$ cat config.mk
export PLATFORM = sky130hd
export DESIGN_NAME = boot_seq
export DESIGN_NICKNAME = d
export VERILOG_FILES = /design/src/rtl/boot_seq_pkg.sv /design/src/rtl/boot_seq_timer.sv /design/src/rtl/boot_seq_fsm.sv /design/src/rtl/boot_seq_regs.sv /design/src/rtl/boot_seq.sv
export SDC_FILE = /design/constraint.sdc
export NUM_CORES = 1
export LEC_CHECK = 0
export BUFFER_PORTS_ARGS = -buffer_cell sky130_fd_sc_hd__buf_4
export CAP_MARGIN = 20
export CORE_MARGIN = 5
export CORE_UTILIZATION = 40
export DETAILED_ROUTE_END_ITERATION = 6
export GPL_TIMING_DRIVEN = 0
export PLACE_DENSITY_LB_ADDON = 0.12
export SYNTH_ARGS = -nofsm -noshare
export SYNTH_HDL_FRONTEND = slang
export SYNTH_SLANG_ARGS = --single-unit
export TNS_END_PERCENT = 100
$ cat constraint.sdc
create_clock -name clk_i -period 1.9 [get_ports clk_i]
set_clock_uncertainty 0.15 [all_clocks]
set_input_delay 0.095 -clock clk_i [delete_from_list [all_inputs] [get_ports clk_i]]
set_output_delay 0.095 -clock clk_i [all_outputs]
set_load 0.05 [all_outputs]
$ cat src/rtl/boot_seq_pkg.sv
package boot_seq_pkg;
  typedef enum logic [2:0] {
    ST_WAIT, ST_DHALT, ST_LDSP, ST_LDPC, ST_RUN, ST_ACTIVE, ST_FAULT
  } boot_st_e;

  typedef enum logic [1:0] {
    SEL_SR = 2'd0, SEL_VBR = 2'd1, SEL_MEM = 2'd2
  } sup_sel_e;

  // supervisor=1, trace=0, master=0, mask=7
  localparam logic [15:0] SR_RST = 16'h2700;
endpackage

$ cat src/rtl/boot_seq_timer.sv
module boot_seq_timer #(
  parameter int DLY = 16
) (
  input  logic clk_i,
  input  logic rst_ni,
  input  logic halt_req_i,
  output logic done_o,
  output logic halt_o
);
  localparam int CW = $clog2(DLY + 1);
  localparam logic [CW-1:0] LAST = CW'(DLY - 1);
  localparam logic [CW-1:0] FULL = CW'(DLY);

  logic [CW-1:0] cnt_q;
  logic          halt_q;
  logic          open_w;

  assign open_w = (cnt_q != FULL);

  always_ff @(posedge clk_i or negedge rst_ni) begin
    if (!rst_ni) begin
      cnt_q  <= '0;
      halt_q <= 1'b0;
    end else if (open_w) begin
      cnt_q <= cnt_q + CW'(1);
      if (halt_req_i) halt_q <= 1'b1;
    end
  end

  assign done_o = (cnt_q == LAST);
  assign halt_o = halt_q | halt_req_i;
endmodule

$ cat src/rtl/boot_seq_fsm.sv
module boot_seq_fsm
  import boot_seq_pkg::*;
#(
  parameter int              AW      = 32,
  parameter int              DW      = 32,
  parameter logic [AW-1:0]   SP_ADDR = '0,
  parameter logic [AW-1:0]   PC_ADDR = AW'(4)
) (
  input  logic          clk_i,
  input  logic          rst_ni,
  input  logic          win_done_i,
  input  logic          win_halt_i,
  input  logic          halt_req_i,
  input  logic          rd_ack_i,
  input  logic          rd_err_i,
  input  logic [DW-1:0] rd_data_i,
  input  logic          fault_i,
  input  logic          first_retire_i,
  output boot_st_e      state_o,
  output logic          rd_req_o,
  output logic [AW-1:0] rd_addr_o,
  output logic [DW-1:0] sp_o,
  output logic [DW-1:0] pc_o
);
  boot_st_e st_q, st_d;
  logic [DW-1:0] sp_q, pc_q;

  always_comb begin
    st_d = st_q;
    unique case (st_q)
      ST_WAIT:   if (win_done_i) st_d = win_halt_i ? ST_DHALT : ST_LDSP;
      ST_DHALT:  if (!halt_req_i) st_d = ST_LDSP;
      ST_LDSP:   if (rd_err_i) st_d = ST_FAULT;
                 else if (rd_ack_i) st_d = ST_LDPC;
      ST_LDPC:   if (rd_err_i) st_d = ST_FAULT;
                 else if (rd_ack_i) st_d = ST_RUN;
      ST_RUN:    if (fault_i) st_d = ST_FAULT;
                 else if (first_retire_i) st_d = ST_ACTIVE;
      ST_ACTIVE: st_d = ST_ACTIVE;
      ST_FAULT:  st_d = ST_FAULT;
      default:   st_d = ST_FAULT;
    endcase
  end

  always_ff @(posedge clk_i or negedge rst_ni) begin
    if (!rst_ni) begin
      st_q <= ST_WAIT;
      sp_q <= '0;
      pc_q <= '0;
    end else begin
      st_q <= st_d;
      if (st_q == ST_LDSP && rd_ack_i && !rd_err_i) sp_q <= rd_data_i;
      if (st_q == ST_LDPC && rd_ack_i && !rd_err_i) pc_q <= rd_data_i;
    end
  end

  assign state_o   = st_q;
  assign rd_req_o  = (st_q == ST_LDSP) || (st_q == ST_LDPC);
  assign rd_addr_o = (st_q == ST_LDPC) ? PC_ADDR : SP_ADDR;
  assign sp_o      = sp_q;
  assign pc_o      = pc_q;
endmodule

$ cat src/rtl/boot_seq_regs.sv
module boot_seq_regs
  import boot_seq_pkg::*;
#(
  parameter int DW    = 32,
  parameter int N_MEM = 4
) (
  input  logic             clk_i,
  input  logic             rst_ni,
  input  logic             we_i,
  input  logic [1:0]       sel_i,
  input  logic [DW-1:0]    wdata_i,
  output logic [15:0]      sr_o,
  output logic [DW-1:0]    vbr_o,
  output logic [N_MEM-1:0] mem_en_o
);
  logic [15:0]   sr_q;
  logic [DW-1:0] vbr_q;

  always_ff @(posedge clk_i or negedge rst_ni) begin
    if (!rst_ni) begin
      sr_q  <= SR_RST;
      vbr_q <= '0;
    end else if (we_i) begin
      if (sel_i == SEL_SR)  sr_q  <= wdata_i[15:0];
      if (sel_i == SEL_VBR) vbr_q <= wdata_i;
    end
  end

  // one enable flop per local memory, each invalidated by reset
  for (genvar g = 0; g < N_MEM; g++) begin : g_mem
    logic en_q;
    always_ff @(posedge clk_i or negedge rst_ni) begin
      if (!rst_ni) en_q <= 1'b0;
      else if (we_i && sel_i == SEL_MEM) en_q <= wdata_i[g];
    end
    assign mem_en_o[g] = en_q;
  end

  assign sr_o  = sr_q;
  assign vbr_o = vbr_q;
endmodule

$ cat src/rtl/boot_seq.sv
module boot_seq
  import boot_seq_pkg::*;
#(
  parameter int DLY   = 16,
  parameter int AW    = 32,
  parameter int DW    = 32,
  parameter int N_MEM = 4
) (
  input  logic             clk_i,
  input  logic             rst_ni,
  input  logic             halt_req_i,
  output logic             rd_req_o,
  output logic [AW-1:0]    rd_addr_o,
  input  logic             rd_ack_i,
  input  logic             rd_err_i,
  input  logic [DW-1:0]    rd_data_i,
  input  logic             fault_i,
  input  logic             first_retire_i,
  input  logic             sup_we_i,
  input  logic [1:0]       sup_sel_i,
  input  logic [DW-1:0]    sup_wdata_i,
  output logic [15:0]      sr_o,
  output logic [DW-1:0]    vbr_o,
  output logic [N_MEM-1:0] mem_en_o,
  output logic [DW-1:0]    sp_o,
  output logic [DW-1:0]    pc_o,
  output logic             run_o,
  output logic [AW-1:0]    fetch_addr_o,
  output logic             dbg_halt_o,
  output logic             fault_o
);
  boot_st_e state;
  logic     win_done, win_halt, wr_ok;

  boot_seq_timer #(.DLY(DLY)) u_timer (
    .clk_i      (clk_i),
    .rst_ni     (rst_ni),
    .halt_req_i (halt_req_i),
    .done_o     (win_done),
    .halt_o     (win_halt)
  );

  boot_seq_fsm #(.AW(AW), .DW(DW)) u_fsm (
    .clk_i          (clk_i),
    .rst_ni         (rst_ni),
    .win_done_i     (win_done),
    .win_halt_i     (win_halt),
    .halt_req_i     (halt_req_i),
    .rd_ack_i       (rd_ack_i),
    .rd_err_i       (rd_err_i),
    .rd_data_i      (rd_data_i),
    .fault_i        (fault_i),
    .first_retire_i (first_retire_i),
    .state_o        (state),
    .rd_req_o       (rd_req_o),
    .rd_addr_o      (rd_addr_o),
    .sp_o           (sp_o),
    .pc_o           (pc_o)
  );

  // supervisor writes only once the first instruction has retired
  assign wr_ok = sup_we_i && (state == ST_ACTIVE);

  boot_seq_regs #(.DW(DW), .N_MEM(N_MEM)) u_regs (
    .clk_i    (clk_i),
    .rst_ni   (rst_ni),
    .we_i     (wr_ok),
    .sel_i    (sup_sel_i),
    .wdata_i  (sup_wdata_i),
    .sr_o     (sr_o),
    .vbr_o    (vbr_o),
    .mem_en_o (mem_en_o)
  );

  assign run_o        = (state == ST_RUN) || (state == ST_ACTIVE);
  assign dbg_halt_o   = (state == ST_DHALT);
  assign fault_o      = (state == ST_FAULT);
  assign fetch_addr_o = AW'(pc_o);
endmodule

==> metrics.sh <==
WORSTHOLDPATHTYPE='primary input to asynchronous set/reset pin'
ROUTE.LAYER.MET1.WL_MM=5.14
ROUTABILITYCONGESTION=0.752
SYN_AREA_PER_CELL_SQ_UM=14.3
MAX_FREQ_MHz=549
CP_DATA_ARRIVAL_TIME_PS=1950
GRT_PASS1_WL_MM=21.5
HOLD-WORST-SLACK_PS=82.3
FILLER_CELL_COUNT=1020
PLACEMENT.CELL_AREA_SQ_UM=7490
MAXSLEWHEADROOM_PCT=63.1
PLACEMENT.IO_BUFFERS=226
CRIT_REQUIRED_PS=2030
SEQ_CELLS_POST_SYNTH=125
DRIVE_ABOVE_1_SHARE_PCT=61.7
FF2FF_PATH_DEPTH=5
INITIAL_UTILIZATION_PCT=40.9
WL_MET2_MM=7.32
REPORT.FINAL.HOLD_VIOL_COUNT=0
GLOBAL_ROUTE.USAGE.TOTAL_PCT=17.0
NUMBER_OF_PINS_WITH_NEGATIVE_MAX_SLEW_SLACK_IN_THE_FINAL_REPORT=0
YOSYS.AREA_SHARE.XOR_XNOR_PCT=0.485
HIGHEST_LAYER='met4'
FP.DIEAREA_SQ_UM=16000
SYNTHADDERAREAFRAC_PCT=0.693
CTS.SINK_COUNT=125
PIN_COUNT=258
ANT_NETS=0
GLOBALROUTE.TOTALOVERFLOW=0
SYNTH_SEQ_AREA_SHARE_PCT=57.8
LATEST_CLOCK_ARRIVAL_WITHIN_THE_WORST_SKEW_PAIR_PS=400
CLOCKROOTBUFFER='clkbuf_16'
END_KIND='register'
SYNTH.MUX.AREA_FRACTION_PCT=24.1
FINAL.MIN_CLOCK_PERIOD_PS=1820
DRT_PASS1_ITERATIONS=4
MET3_WIRE_LENGTH_UM=916
FLOORPLAN.DIE.WIDTH_UM=126
SYNTH.YOSYS.WARNINGS=0
SYNTH_CELLS=379
TIMING_WORST_SETUP_PATH_TYPE='register to register'
DIE_H_UM=126
PATH_CLK_SLEW_PS=50
ROUTEDWLPERCELL_UM=14.7
SYN-CELL-AREA_SQ_UM=5420
H-TREE-DEPTH=4
OUTCOME='complete, no violations'
YOSYS.CELL_TYPES.COUNT=36
COMPLEX_GATE_FRACTION_OF_THE_SYNTHESIZED_AREA_PCT=1.66
DESIGN.FINAL.NETS=811
FP.COREAREA_SQ_UM=13200
DRC=0
ROUTE.FINAL.WIRE_LENGTH_MM=13.6
REPORT.POWER.TOTAL_mW=11.3
SYNTH_SIMPLE_GATE_AREA_SHARE_PCT=3.92
GRT_SETUP_UNREPAIRED='yes'
PRE_CTS_SETUP_SLACK_PS=-116
AREAGROWTHSYNTHTOFINISH_PCT=63.0
POST-ROUTE-PERIOD-UTIL_PCT=95.8
MAIN_COMBINATIONAL_CELL_FAMILY_BY_AREA_AFTER_SYNTHESIS='multiplexers'
DRT_ITER0_DRC=106
SETUP.WORST_PATH.START_CLASS='register'
VIAS=4005
FLOORPLAN.ROWS=42
POWER_DENSITY_nW_PER_UM2=1280
TIGHTESTPINTRANSITION_PS=554
FIRST_GLOBAL_VIAS=4121
CRITICAL_PATH.MAX_FANOUT=10
WORST_IR_DROP_VDD_V=0.000816
HPWLAFTERDP_MM=9.75
SETUP_VIOL=0
GRT_ANTENNA_BEFORE_REPAIR=0
P_LEAK_nW=4.77
POST_DRT_VIA_CELL_RATIO=4.34
TRITONCTS.NUM_BUFFERS=17
MAXCAPVIOLATIONS=0
TRITONCTS='done'
MAXIMUM_NUMBER_OF_BUFFERS_FROM_CLOCK_ROOT_TO_SINK=2
POSTLAYOUTSETUPSLACKWORST_PS=79.9
POSTLAYOUTCELLAREA_SQ_UM=8830
GRT_START_MAX_NET_PINS=69
INSERTEDDIODECOUNT=0
metrics by stage:
stage | setup TNS, ps | std cells | util [%]
2_1_floorplan | -0.587 | 409 | -
3_3_place_gp | -2880 | 811 | 56.3
3_5_place_dp | -3140 | 812 | 56.5
4_1_cts | 0 | 919 | 66.2
5_1_grt | -15.9 | 923 | 66.7
6_report | 0 | 923 | 66.7
worst max-delay path, cell delays in order, from the launching register on:
cell and delay (ps):
dfrtp_1 400, nand4b_4 230, nor3b_4 250, buf_4 180, buf_6 150, mux2_2 340
flip-flops by register name, indices dropped and copies added, names as in the netlist:
register           cells
u_fsm.pc_o            32
u_fsm.sp_o            32
u_fsm.state_o          3
u_regs.g_mem.en_q      4
u_regs.sr_o           16
u_regs.vbr_o          32
u_timer.cnt_q          5
u_timer.halt_q         1
layout by cell type, fill, tap and decap left out, drive strengths merged, types with 4 or more instances in the layout:
| cell type | Yosys | layout |
|---|---|---|
| conb | 1 | 31 |
| inv | 6 | 6 |
| dfstp | 4 | 4 |
| a31oi | 4 | 4 |
| dlygate4sd3 | 0 | 72 |
| dfrtp | 121 | 121 |
| nand2 | 6 | 6 |
| clkbuf | 3 | 31 |
| buf | 78 | 313 |
| mux2 | 116 | 116 |
layout make-up:
| type | instances | area (sq um) | share of cell area, % |
|---|---|---|---|
| multi-input cells | 197 | 1810 | 20.5 |
| inverters | 6 | 22.5 | 0.255 |
| clock buffers | 29 | 510 | 5.78 |
| well taps | 176 | 220 | 2.49 |
| clock inverters | 3 | 15.0 | 0.170 |
| plain buffers | 81 | 622 | 7.04 |
| flip-flops and latches | 125 | 3130 | 35.5 |
| repair buffers | 306 | 2500 | 28.3 |
final timing paths:
| check | startpoint | to | slack [ps] |
|---|---|---|---|
| worst max-delay path | u_fsm.state_o[1] | u_regs.vbr_o[17] | 80 |
| worst min-delay path | rst_ni | u_regs.vbr_o[31] | 80 |
| worst max register to register | u_fsm.state_o[1] | u_regs.vbr_o[17] | 80 |
| worst min register to register | u_timer.halt_q | u_timer.halt_q | 310 |
| max in group asynchronous | rst_ni | u_regs.sr_o[8] | 770 |
| min in group clk_i | sup_we_i | u_regs.g_mem[3].en_q | 130 |
synth_stat cells:
master | number | area share, %
a21o_1 | 2 | 0.28
a21oi_1 | 1 | 0.092
a31oi_1 | 4 | 0.46
and2_1 | 1 | 0.12
and3_1 | 3 | 0.35
buf_2 | 4 | 0.37
buf_4 | 74 | 10
clkbuf_1 | 2 | 0.14
clkbuf_2 | 1 | 0.092
conb_1 | 1 | 0.069
dfrtp_1 | 121 | 56
dfstp_2 | 4 | 1.9
ha_1 | 3 | 0.69
inv_1 | 6 | 0.42
mux2_1 | 5 | 1.0
mux2_2 | 111 | 23
nand2_1 | 6 | 0.42
nand2b_1 | 3 | 0.35
nand3_1 | 2 | 0.18
nand3b_1 | 1 | 0.14
nand4b_2 | 1 | 0.28
nor2_1 | 3 | 0.21
nor2b_1 | 2 | 0.23
nor3_1 | 1 | 0.092
nor3_4 | 1 | 0.30
nor3b_2 | 2 | 0.46
nor3b_4 | 1 | 0.35
nor4b_1 | 1 | 0.16
o211ai_1 | 1 | 0.14
o21a_1 | 1 | 0.14
o21ai_0 | 3 | 0.28
o21bai_1 | 1 | 0.14
o31ai_1 | 1 | 0.14
or3_1 | 1 | 0.12
or4b_2 | 1 | 0.18
xnor2_1 | 3 | 0.48
where the power goes:
group | switching [mW] | internal (mW)
sequential | 0.321 | 3.24
clock | 1.03 | 1.80
combinational | 3.24 | 1.67
timing repair:
item	4_1_cts	5_1_grt
setup buffers	3	3
resized for setup	3	13
setup endpoints to repair	53	50
pin swaps	3	2
hold buffers	72	0
cloned	0	1
hold endpoints to repair	241	0
routing by layer:
| layer | track usage, % | vias up |
|---|---|---|
| met5 | 0 | - |
| met4 | 5.62 | 0 |
| met3 | 5.88 | 16 |
| met2 | 30.5 | 146 |
| met1 | 18.7 | 1922 |
| li1 | - | 1921 |
logic make-up (layout without fill, tap and decap cells):
logic type,Yosys count,count (layout)
buffers and inverters,87,425
other,1,31
XOR/XNOR,3,3
multiplexers,116,116
AO/OA/AOI/OAI,14,14
AND/OR/NAND/NOR,30,30
adder cells (fa/ha/maj),3,3
flip-flops,125,125
Power figures use the tool's default switching activity.
